==> src/rtl/dtg_pkg.sv <==
package dtg_pkg;

  // Field positions in the control word; software depends on them.
  localparam int SEL_LSB  = 0;
  localparam int OIE_BIT  = 8;
  localparam int EN_BIT   = 16;
  localparam int MODE_LSB = 17;
  localparam int CNT_LSB  = 19;
  localparam int WORD_W   = 32;

  typedef enum logic [1:0] {
    EDGE_NONE = 2'd0,
    EDGE_RISE = 2'd1,
    EDGE_FALL = 2'd2,
    EDGE_ANY  = 2'd3
  } edge_mode_e;

endpackage

==> src/rtl/dtg_cfg_reg.sv <==
module dtg_cfg_reg
  import dtg_pkg::*;
#(
  parameter int SEL_W = 5,
  parameter int CNT_W = 5
) (
  input  logic              clk_i,
  input  logic              rst_ni,
  input  logic              we_i,
  input  logic [WORD_W-1:0] wdata_i,
  output logic [WORD_W-1:0] rdata_o,
  output logic [SEL_W-1:0]  sel_o,
  output logic              oie_o,
  output logic              en_o,
  output edge_mode_e        mode_o,
  output logic [CNT_W-1:0]  cnt_o,
  output logic              dis_wr_o
);

  logic [SEL_W-1:0] sel_q, sel_d;
  logic             oie_q, oie_d;
  logic             en_q, en_d;
  edge_mode_e       mode_q, mode_d;
  logic [CNT_W-1:0] cnt_q, cnt_d;
  logic             cnt_wr_ok;

  // Burst length is only writable while the channel is idle (disabled).
  assign cnt_wr_ok = we_i & ~en_q;

  always_comb begin
    sel_d  = sel_q;
    oie_d  = oie_q;
    en_d   = en_q;
    mode_d = mode_q;
    cnt_d  = cnt_q;
    if (we_i) begin
      sel_d  = wdata_i[SEL_LSB +: SEL_W];
      oie_d  = wdata_i[OIE_BIT];
      en_d   = wdata_i[EN_BIT];
      mode_d = edge_mode_e'(wdata_i[MODE_LSB +: 2]);
    end
    if (cnt_wr_ok) begin
      cnt_d = wdata_i[CNT_LSB +: CNT_W];
    end
  end

  always_ff @(posedge clk_i or negedge rst_ni) begin
    if (!rst_ni) begin
      sel_q  <= '0;
      oie_q  <= 1'b0;
      en_q   <= 1'b0;
      mode_q <= EDGE_NONE;
      cnt_q  <= '0;
    end else begin
      sel_q  <= sel_d;
      oie_q  <= oie_d;
      en_q   <= en_d;
      mode_q <= mode_d;
      cnt_q  <= cnt_d;
    end
  end

  always_comb begin
    rdata_o = '0;
    rdata_o[SEL_LSB +: SEL_W]  = sel_q;
    rdata_o[OIE_BIT]           = oie_q;
    rdata_o[EN_BIT]            = en_q;
    rdata_o[MODE_LSB +: 2]     = mode_q;
    rdata_o[CNT_LSB +: CNT_W]  = cnt_q;
  end

  assign sel_o    = sel_q;
  assign oie_o    = oie_q;
  assign en_o     = en_q;
  assign mode_o   = mode_q;
  assign cnt_o    = cnt_q;
  assign dis_wr_o = we_i & ~wdata_i[EN_BIT];

  AST_CNT_LOCKED: assert property (@(posedge clk_i) disable iff (!rst_ni)
    en_q |=> $stable(cnt_q));

endmodule

==> src/rtl/dtg_edge_detect.sv <==
module dtg_edge_detect
  import dtg_pkg::*;
#(
  parameter int SEL_W       = 5,
  parameter int NUM_VALID   = 30,
  parameter int SYNC_STAGES = 2
) (
  input  logic                 clk_i,
  input  logic                 rst_ni,
  input  logic [2**SEL_W-1:0]  trig_vec_i,
  input  logic [SEL_W-1:0]     sel_i,
  input  edge_mode_e           mode_i,
  input  logic                 en_i,
  output logic                 evt_o
);

  localparam int NUM_IN = 2**SEL_W;

  logic                   pick;
  logic [SYNC_STAGES-1:0] sync_q, sync_d;
  logic                   prev_q, prev_d;
  logic                   synced, rise, fall;

  // Reserved codes map to a constant low line.
  assign pick = (int'(sel_i) < NUM_VALID) ? trig_vec_i[sel_i] : 1'b0;

  generate
    if (SYNC_STAGES == 1) begin : g_sync1
      assign sync_d = pick;
    end else begin : g_syncn
      assign sync_d = {sync_q[SYNC_STAGES-2:0], pick};
    end
  endgenerate

  assign synced = sync_q[SYNC_STAGES-1];
  assign prev_d = synced;

  always_ff @(posedge clk_i or negedge rst_ni) begin
    if (!rst_ni) begin
      sync_q <= '0;
      prev_q <= 1'b0;
    end else begin
      sync_q <= sync_d;
      prev_q <= prev_d;
    end
  end

  assign rise = synced & ~prev_q;
  assign fall = ~synced & prev_q;

  always_comb begin
    unique case (mode_i)
      EDGE_RISE: evt_o = en_i & rise;
      EDGE_FALL: evt_o = en_i & fall;
      EDGE_ANY:  evt_o = en_i & (rise | fall);
      default:   evt_o = 1'b0;
    endcase
  end

  if (NUM_IN < NUM_VALID) begin : g_bad_cfg
    initial $error("NUM_VALID exceeds trigger vector width");
  end

  AST_NO_EVT_OFF: assert property (@(posedge clk_i) disable iff (!rst_ni)
    (mode_i == EDGE_NONE) |-> !evt_o);

endmodule

==> src/rtl/dtg_burst_ctrl.sv <==
module dtg_burst_ctrl #(
  parameter int CNT_W = 5
) (
  input  logic             clk_i,
  input  logic             rst_ni,
  input  logic             en_i,
  input  logic             kill_i,
  input  logic             evt_i,
  input  logic [CNT_W-1:0] cnt_i,
  input  logic             dack_i,
  input  logic             ovr_clr_i,
  output logic             dreq_o,
  output logic             ovr_o
);

  localparam int LEFT_W = CNT_W + 1;

  logic [LEFT_W-1:0] left_q, left_d;
  logic              ovr_q, ovr_d;
  logic              busy, load, step, ovr_set;

  assign busy    = (left_q != '0);
  assign load    = evt_i & ~busy;
  assign step    = busy & dack_i;
  assign ovr_set = evt_i & busy;

  always_comb begin
    left_d = left_q;
    if (kill_i || !en_i) begin
      left_d = '0;
    end else if (load) begin
      left_d = LEFT_W'(cnt_i) + LEFT_W'(1);
    end else if (step) begin
      left_d = left_q - LEFT_W'(1);
    end
  end

  always_comb begin
    ovr_d = ovr_q;
    if (ovr_clr_i) ovr_d = 1'b0;
    if (ovr_set)   ovr_d = 1'b1;
  end

  always_ff @(posedge clk_i or negedge rst_ni) begin
    if (!rst_ni) begin
      left_q <= '0;
      ovr_q  <= 1'b0;
    end else begin
      left_q <= left_d;
      ovr_q  <= ovr_d;
    end
  end

  assign dreq_o = busy;
  assign ovr_o  = ovr_q;

  AST_REQ_HELD: assert property (@(posedge clk_i) disable iff (!rst_ni)
    (dreq_o && !dack_i && en_i && !kill_i) |=> dreq_o);
  AST_OFF_NO_REQ: assert property (@(posedge clk_i) disable iff (!rst_ni)
    !en_i |-> !dreq_o);
  AST_OVR_STICKY: assert property (@(posedge clk_i) disable iff (!rst_ni)
    (ovr_q && !ovr_clr_i) |=> ovr_q);
  AST_OVR_WHEN_BUSY: assert property (@(posedge clk_i) disable iff (!rst_ni)
    $rose(ovr_q) |-> $past(dreq_o));

endmodule

==> src/rtl/dtg_channel.sv <==
module dtg_channel
  import dtg_pkg::*;
#(
  parameter int SEL_W       = 5,
  parameter int CNT_W       = 5,
  parameter int NUM_VALID   = 30,
  parameter int SYNC_STAGES = 2
) (
  input  logic        clk_i,
  input  logic        rst_ni,
  input  logic        cfg_we_i,
  input  logic [31:0] cfg_wdata_i,
  output logic [31:0] cfg_rdata_o,
  input  logic [31:0] trig_vec_i,
  output logic        dreq_o,
  input  logic        dack_i,
  output logic        ovr_flag_o,
  input  logic        ovr_clr_i,
  output logic        irq_o
);

  logic [1:0]       rst_sync_q;
  logic             rst_n;
  logic [SEL_W-1:0] sel;
  logic             oie, en, dis_wr, evt;
  edge_mode_e       mode;
  logic [CNT_W-1:0] cnt;
  logic             ovr;

  // Asynchronous assert, synchronous release.
  always_ff @(posedge clk_i or negedge rst_ni) begin
    if (!rst_ni) rst_sync_q <= 2'b00;
    else         rst_sync_q <= {rst_sync_q[0], 1'b1};
  end
  assign rst_n = rst_sync_q[1];

  dtg_cfg_reg #(.SEL_W(SEL_W), .CNT_W(CNT_W)) u_cfg (
    .clk_i   (clk_i),
    .rst_ni  (rst_n),
    .we_i    (cfg_we_i),
    .wdata_i (cfg_wdata_i),
    .rdata_o (cfg_rdata_o),
    .sel_o   (sel),
    .oie_o   (oie),
    .en_o    (en),
    .mode_o  (mode),
    .cnt_o   (cnt),
    .dis_wr_o(dis_wr)
  );

  dtg_edge_detect #(.SEL_W(SEL_W), .NUM_VALID(NUM_VALID), .SYNC_STAGES(SYNC_STAGES)) u_edge (
    .clk_i     (clk_i),
    .rst_ni    (rst_n),
    .trig_vec_i(trig_vec_i[2**SEL_W-1:0]),
    .sel_i     (sel),
    .mode_i    (mode),
    .en_i      (en),
    .evt_o     (evt)
  );

  dtg_burst_ctrl #(.CNT_W(CNT_W)) u_burst (
    .clk_i    (clk_i),
    .rst_ni   (rst_n),
    .en_i     (en),
    .kill_i   (dis_wr),
    .evt_i    (evt),
    .cnt_i    (cnt),
    .dack_i   (dack_i),
    .ovr_clr_i(ovr_clr_i),
    .dreq_o   (dreq_o),
    .ovr_o    (ovr)
  );

  assign ovr_flag_o = ovr;
  assign irq_o      = ovr & oie;

  AST_IRQ_NEEDS_FLAG: assert property (@(posedge clk_i) disable iff (!rst_n)
    irq_o |-> (ovr_flag_o && cfg_rdata_o[OIE_BIT]));

endmodule

==> config.mk <==
export PLATFORM = sky130hd
export DESIGN_NAME = dtg_channel
export DESIGN_NICKNAME = d
export VERILOG_FILES = /design/src/rtl/dtg_pkg.sv /design/src/rtl/dtg_cfg_reg.sv /design/src/rtl/dtg_edge_detect.sv /design/src/rtl/dtg_burst_ctrl.sv /design/src/rtl/dtg_channel.sv
export SDC_FILE = /design/constraint.sdc
export NUM_CORES = 1
export LEC_CHECK = 0
export ABC_AREA = 1
export BUFFER_PORTS_ARGS = -buffer_cell sky130_fd_sc_hd__buf_2
export CAP_MARGIN = 40
export CORE_MARGIN = 2
export CORE_UTILIZATION = 30
export CTS_CLUSTER_SIZE = 24
export DETAILED_ROUTE_END_ITERATION = 10
export SLEW_MARGIN = 20
export SYNTH_ARGS = -nofsm -noshare
export SYNTH_HDL_FRONTEND = slang
export SYNTH_SLANG_ARGS = --single-unit
==> constraint.sdc <==
create_clock -name clk_i -period 1.3 [get_ports clk_i]
set_input_delay 0.26 -clock clk_i [delete_from_list [all_inputs] [get_ports clk_i]]
set_output_delay 0.26 -clock clk_i [all_outputs]
set_load 0.1 [all_outputs]
==> results_tabular.tex <==
\begin{tabular}{lr}
\hline
Metric & Value \\
\hline
\multicolumn{2}{l}{\textbf{Run status}} \\
\quad Run status & finished, violations left \\
\quad Violated checks & setup timing \\
\multicolumn{2}{l}{\textbf{Clock tree}} \\
\quad Clock latency at the later pin of the worst-skew pair & 0.27 ns \\
\quad TritonCTS clock tree & done \\
\quad Max Buffers Root-to-Sink & 2 \\
\quad Clk slew on worst S/H paths & 0.09 ns \\
\quad Max H-tree Level & 1 \\
\quad Clock root buffer & sky130\_fd\_sc\_hd\_\_clkbuf\_8 \\
\quad TritonCTS buffer count & 3 \\
\quad Sink Count & 26 \\
\multicolumn{2}{l}{\textbf{Final layout}} \\
\quad Number of nets at the end of the flow & 414 \\
\quad Area growth from synthesis to layout & 54.6\% \\
\quad Layout cell share with drive strength beyond 1 & 41.9\% \\
\quad Most common library cell in the layout ignoring fill and taps & sky130\_fd\_sc\_hd\_\_nand2\_1 \\
\quad Final standard cell area without fillers & 0.00284 mm² \\
\quad Most used cells in the layout excluding fill and tap cells & sky130\_fd\_sc\_hd\_\_nand2\_1 (78), sky130\_fd\_sc\_hd\_\_buf\_2 (48), sky130\_fd\_sc\_hd\_\_nand3\_1 (30) \\
\quad Antenna diodes & 0 \\
\multicolumn{2}{l}{\textbf{STA}} \\
\quad Worst Slack Setup Final & -0.304 ns \\
\quad Min Hold Slack & 0.153 ns \\
\quad Worst Clk Skew & 0.00531 ns \\
\quad Hold Vio Cnt, Final & 0 \\
\quad Ratio of final minimum period to clock period & 123\% \\
\quad Fmax & 624 MHz \\
\quad Setup repair after global routing missed its margin & yes \\
\quad Count of final max-slew check failures & 0 \\
\quad Total Neg Setup Slack & -2.17 ns \\
\quad Time the final worst path needs with I/O delays and setup & 1.60 ns \\
\quad Final setup violation count & 12 \\
\multicolumn{2}{l}{\textbf{Logic synthesis}} \\
\quad Fraction of the yosys area taken by sequential cells & 35.4\% \\
\quad Post-synthesis sequential element count & 26 \\
\quad Mean instance size in the synthesized netlist & 7.49 µm² \\
\quad Synth unique cells & 28 \\
\quad Synth warnings & 0 \\
\quad Cell types occupying the most area after synthesis & sky130\_fd\_sc\_hd\_\_dfrtp\_1 (35\%), sky130\_fd\_sc\_hd\_\_nand2\_1 (17\%), sky130\_fd\_sc\_hd\_\_buf\_4 (9.0\%) \\
\quad Area share of the leading cell type in the synthesized netlist & 35.4\% \\
\quad Dominant register cell in the synthesized netlist & sky130\_fd\_sc\_hd\_\_dfrtp\_1 \\
\quad Async S/R FF share, synth & 100\% \\
\quad Largest area contributor in the synthesized netlist & sky130\_fd\_sc\_hd\_\_dfrtp\_1 \\
\quad Number of cells produced by synthesis & 245 \\
\quad Mapped Area & 0.00184 mm² \\
\quad Number of enable-type register cells in the synthesized netlist & 0 \\
\multicolumn{2}{l}{\textbf{Drt}} \\
\quad Wire length per cell & 10.4 µm \\
\quad Initial DRT Pass Iterations & 4 \\
\quad Vias per cell & 4.30 \\
\quad Via count & 1779 \\
\quad Total wirelength of the detailed-routed design & 4.32 mm \\
\quad Number of antenna-violating nets in the routed design & 0 \\
\quad DRC marker count from the first detailed-route iteration & 48 \\
\quad Drt drc & 0 \\
\multicolumn{2}{l}{\textbf{Power and ir drop}} \\
\quad Sequential fraction of design power & 23.2\% \\
\quad Internal Pwr Total & 2.62 mW \\
\quad Ratio of total power to cell area & 1730 mW/mm² \\
\quad Fraction of power spent switching nets & 46.5\% \\
\quad Total power & 4.90 mW \\
\quad VDD IR-drop max & 1.43 mV \\
\quad Reported leakage power & 1.53 nW \\
\quad Logic gate share of total power & 63.0\% \\
\quad Net switching power & 2.28 mW \\
\quad Share of total power in the clock network & 13.8\% \\
\multicolumn{2}{l}{\textbf{Die}} \\
\quad Initial Utilization & 31.0\% \\
\quad Area of the core & 0.00592 mm² \\
\quad Vertical die dimension & 82.2 µm \\
\quad Die area & 0.00676 mm² \\
\quad Boundary pin count & 104 \\
\quad Cell row count & 28 \\
\quad Chip Width & 82.2 µm \\
\multicolumn{2}{l}{\textbf{Placed design}} \\
\quad DPL Wire Length & 3.37 mm \\
\quad Number of buffer cells added on primary ports & 65 \\
\quad Placed cell areas & 0.00264 mm² \\
\quad Final Wtd Congestion & 0.777 \\
\multicolumn{2}{l}{\textbf{Global route}} \\
\quad Number of global-route vias before repair & 1628 \\
\quad Global-route wire length before repair & 7.02 mm \\
\quad GRT Residual Overflow & 0 \\
\quad Antenna violations before repair & 0 \\
\quad Total GRT Usage & 13.3\% \\
\quad Maximum number of pins on one net before global-route repair & 16 \\
\multicolumn{2}{l}{\textbf{Run}} \\
\quad Reported max-cap violation count & 0 \\
\multicolumn{2}{l}{\textbf{Worst setup path}} \\
\quad Startpoint kind of the worst setup timing path & flip-flop \\
\quad Arrival @ worst endpoint & 1.78 ns \\
\quad Category of the worst setup path capture point & flip-flop \\
\quad Critical path class & flip-flop to flip-flop \\
\quad Crit-path max FO & 7 \\
\quad Critical Path RT & 1.47 ns \\
\multicolumn{2}{l}{\textbf{Worst hold path}} \\
\quad HP Class & input port to flip-flop \\
\hline
\end{tabular}
-- synth_stat cells, types with 2 or more instances --
master,n
sky130_fd_sc_hd__conb_1,2
sky130_fd_sc_hd__xor2_1,5
sky130_fd_sc_hd__o21ai_0,8
sky130_fd_sc_hd__dfrtp_1,26
sky130_fd_sc_hd__nor2_1,6
sky130_fd_sc_hd__nand2_1,81
sky130_fd_sc_hd__inv_2,5
sky130_fd_sc_hd__nand3_1,30
sky130_fd_sc_hd__mux2_4,4
sky130_fd_sc_hd__o211ai_1,2
sky130_fd_sc_hd__buf_4,22
sky130_fd_sc_hd__buf_2,3
sky130_fd_sc_hd__a21oi_4,2
sky130_fd_sc_hd__o21ai_2,5
sky130_fd_sc_hd__o21ai_1,2
sky130_fd_sc_hd__ha_1,5
sky130_fd_sc_hd__inv_1,26
-- critical path, stage by stage (launching register included) --
cell and delay, ns:
sky130_fd_sc_hd__dfrtp_1 0.35, sky130_fd_sc_hd__inv_1 0.05, sky130_fd_sc_hd__ha_1 0.29, sky130_fd_sc_hd__nand3_1 0.08, sky130_fd_sc_hd__o21ai_1 0.07, sky130_fd_sc_hd__nor2_2 0.20, sky130_fd_sc_hd__buf_4 0.18, sky130_fd_sc_hd__nand2_8 0.07
sky130_fd_sc_hd__nand2_2 0.07, sky130_fd_sc_hd__o21ai_2 0.04, sky130_fd_sc_hd__nand2_1 0.06, sky130_fd_sc_hd__nand2_1 0.04
-- metal layers --
metal | track usage, % | share of wire, % | vias to the layer above
met4 | 4.00 | 1.2 | 0
met1 | 17.1 | 44 | 818
li1 | - | - | 917
met2 | 23.3 | 51 | 40
met3 | 1.52 | 3.8 | 4
met5 | 0 | 0 | -
-- what timing repair did --
item	CTS	global route
buffers inserted	5	1
hold endpoints to repair	2	0
resized for setup	6	7
pin swaps	7	5
endpoints found under the setup margin	11	14
cloned	2	0
hold buffers	1	0
-- through the flow --
stage | worst slack (ns) | util, % | cells
after floorplan | -0.357 | - | 262
after global placement | -0.262 | 44.6 | 401
after detailed placement | -0.288 | 44.6 | 401
after CTS | -0.277 | 47.3 | 413
after global routing | -0.410 | 47.9 | 414
final | -0.304 | 47.9 | 414
-- final cells by class --
type                            count  area (µm²)
Clock buffer                        3        41.3
Fill cell                         581        3080
Clock inverter                      1        30.0
Inverter                           32         128
Sequential cell                    26         668
Multi-Input combinational cell    178         982
Timing Repair Buffer               99         895
Tap cell                           75        93.8
-- cells by family after synthesis --
family / Yosys count / share of synthesized area, %
flip-flops: 26 / 35.4
XOR/XNOR: 6 / 2.86
buffers and inverters: 59 / 17.2
other: 2 / 0.409
AO/OA/AOI/OAI: 20 / 7.97
adder cells (fa/ha/maj): 5 / 3.41
multiplexers: 4 / 3.27
AND/OR/NAND/NOR: 123 / 29.4
-- path summary, 6_finish.rpt --
kind,startpoint,end,slack [ns],cells after the start
worst min-delay path,ovr_clr_i,u_burst.ovr_o,0.15,2
worst max register to register,u_edge.prev_q,u_burst.left_q[3],-0.30,11
max in group asynchronous,rst_sync_q[1],u_burst.ovr_o,0.91,1
worst min register to register,rst_sync_q[1],u_cfg.cnt_o[4],0.19,1
worst max-delay path,u_edge.prev_q,u_burst.left_q[3],-0.30,11
min in group asynchronous,rst_sync_q[1],u_cfg.cnt_o[4],0.19,1
-- power groups by stage --
stage	Sequential (mW)	Combinational, mW	Clock, mW
3_5_place_dp	1.16	2.89	0
5_1_grt	1.17	3.30	0.725
6_report	1.14	3.09	0.677
3_3_place_gp	1.15	2.87	0
2_1_floorplan	1.61	1.49	0
4_1_cts	1.13	3.05	0.696
-- flip-flops by register name, summed over array words and instances (netlist names) --
name            flops
u_cfg.mode_o        2
u_cfg.cnt_o         5
u_cfg.oie_o         1
rst_sync_q          2
u_burst.ovr_o       1
u_cfg.en_o          1
u_burst.left_q      6
u_edge.prev_q       1
u_cfg.sel_o         5
u_edge.sync_q       2
Note: power is estimated with default switching activity, not from simulation.
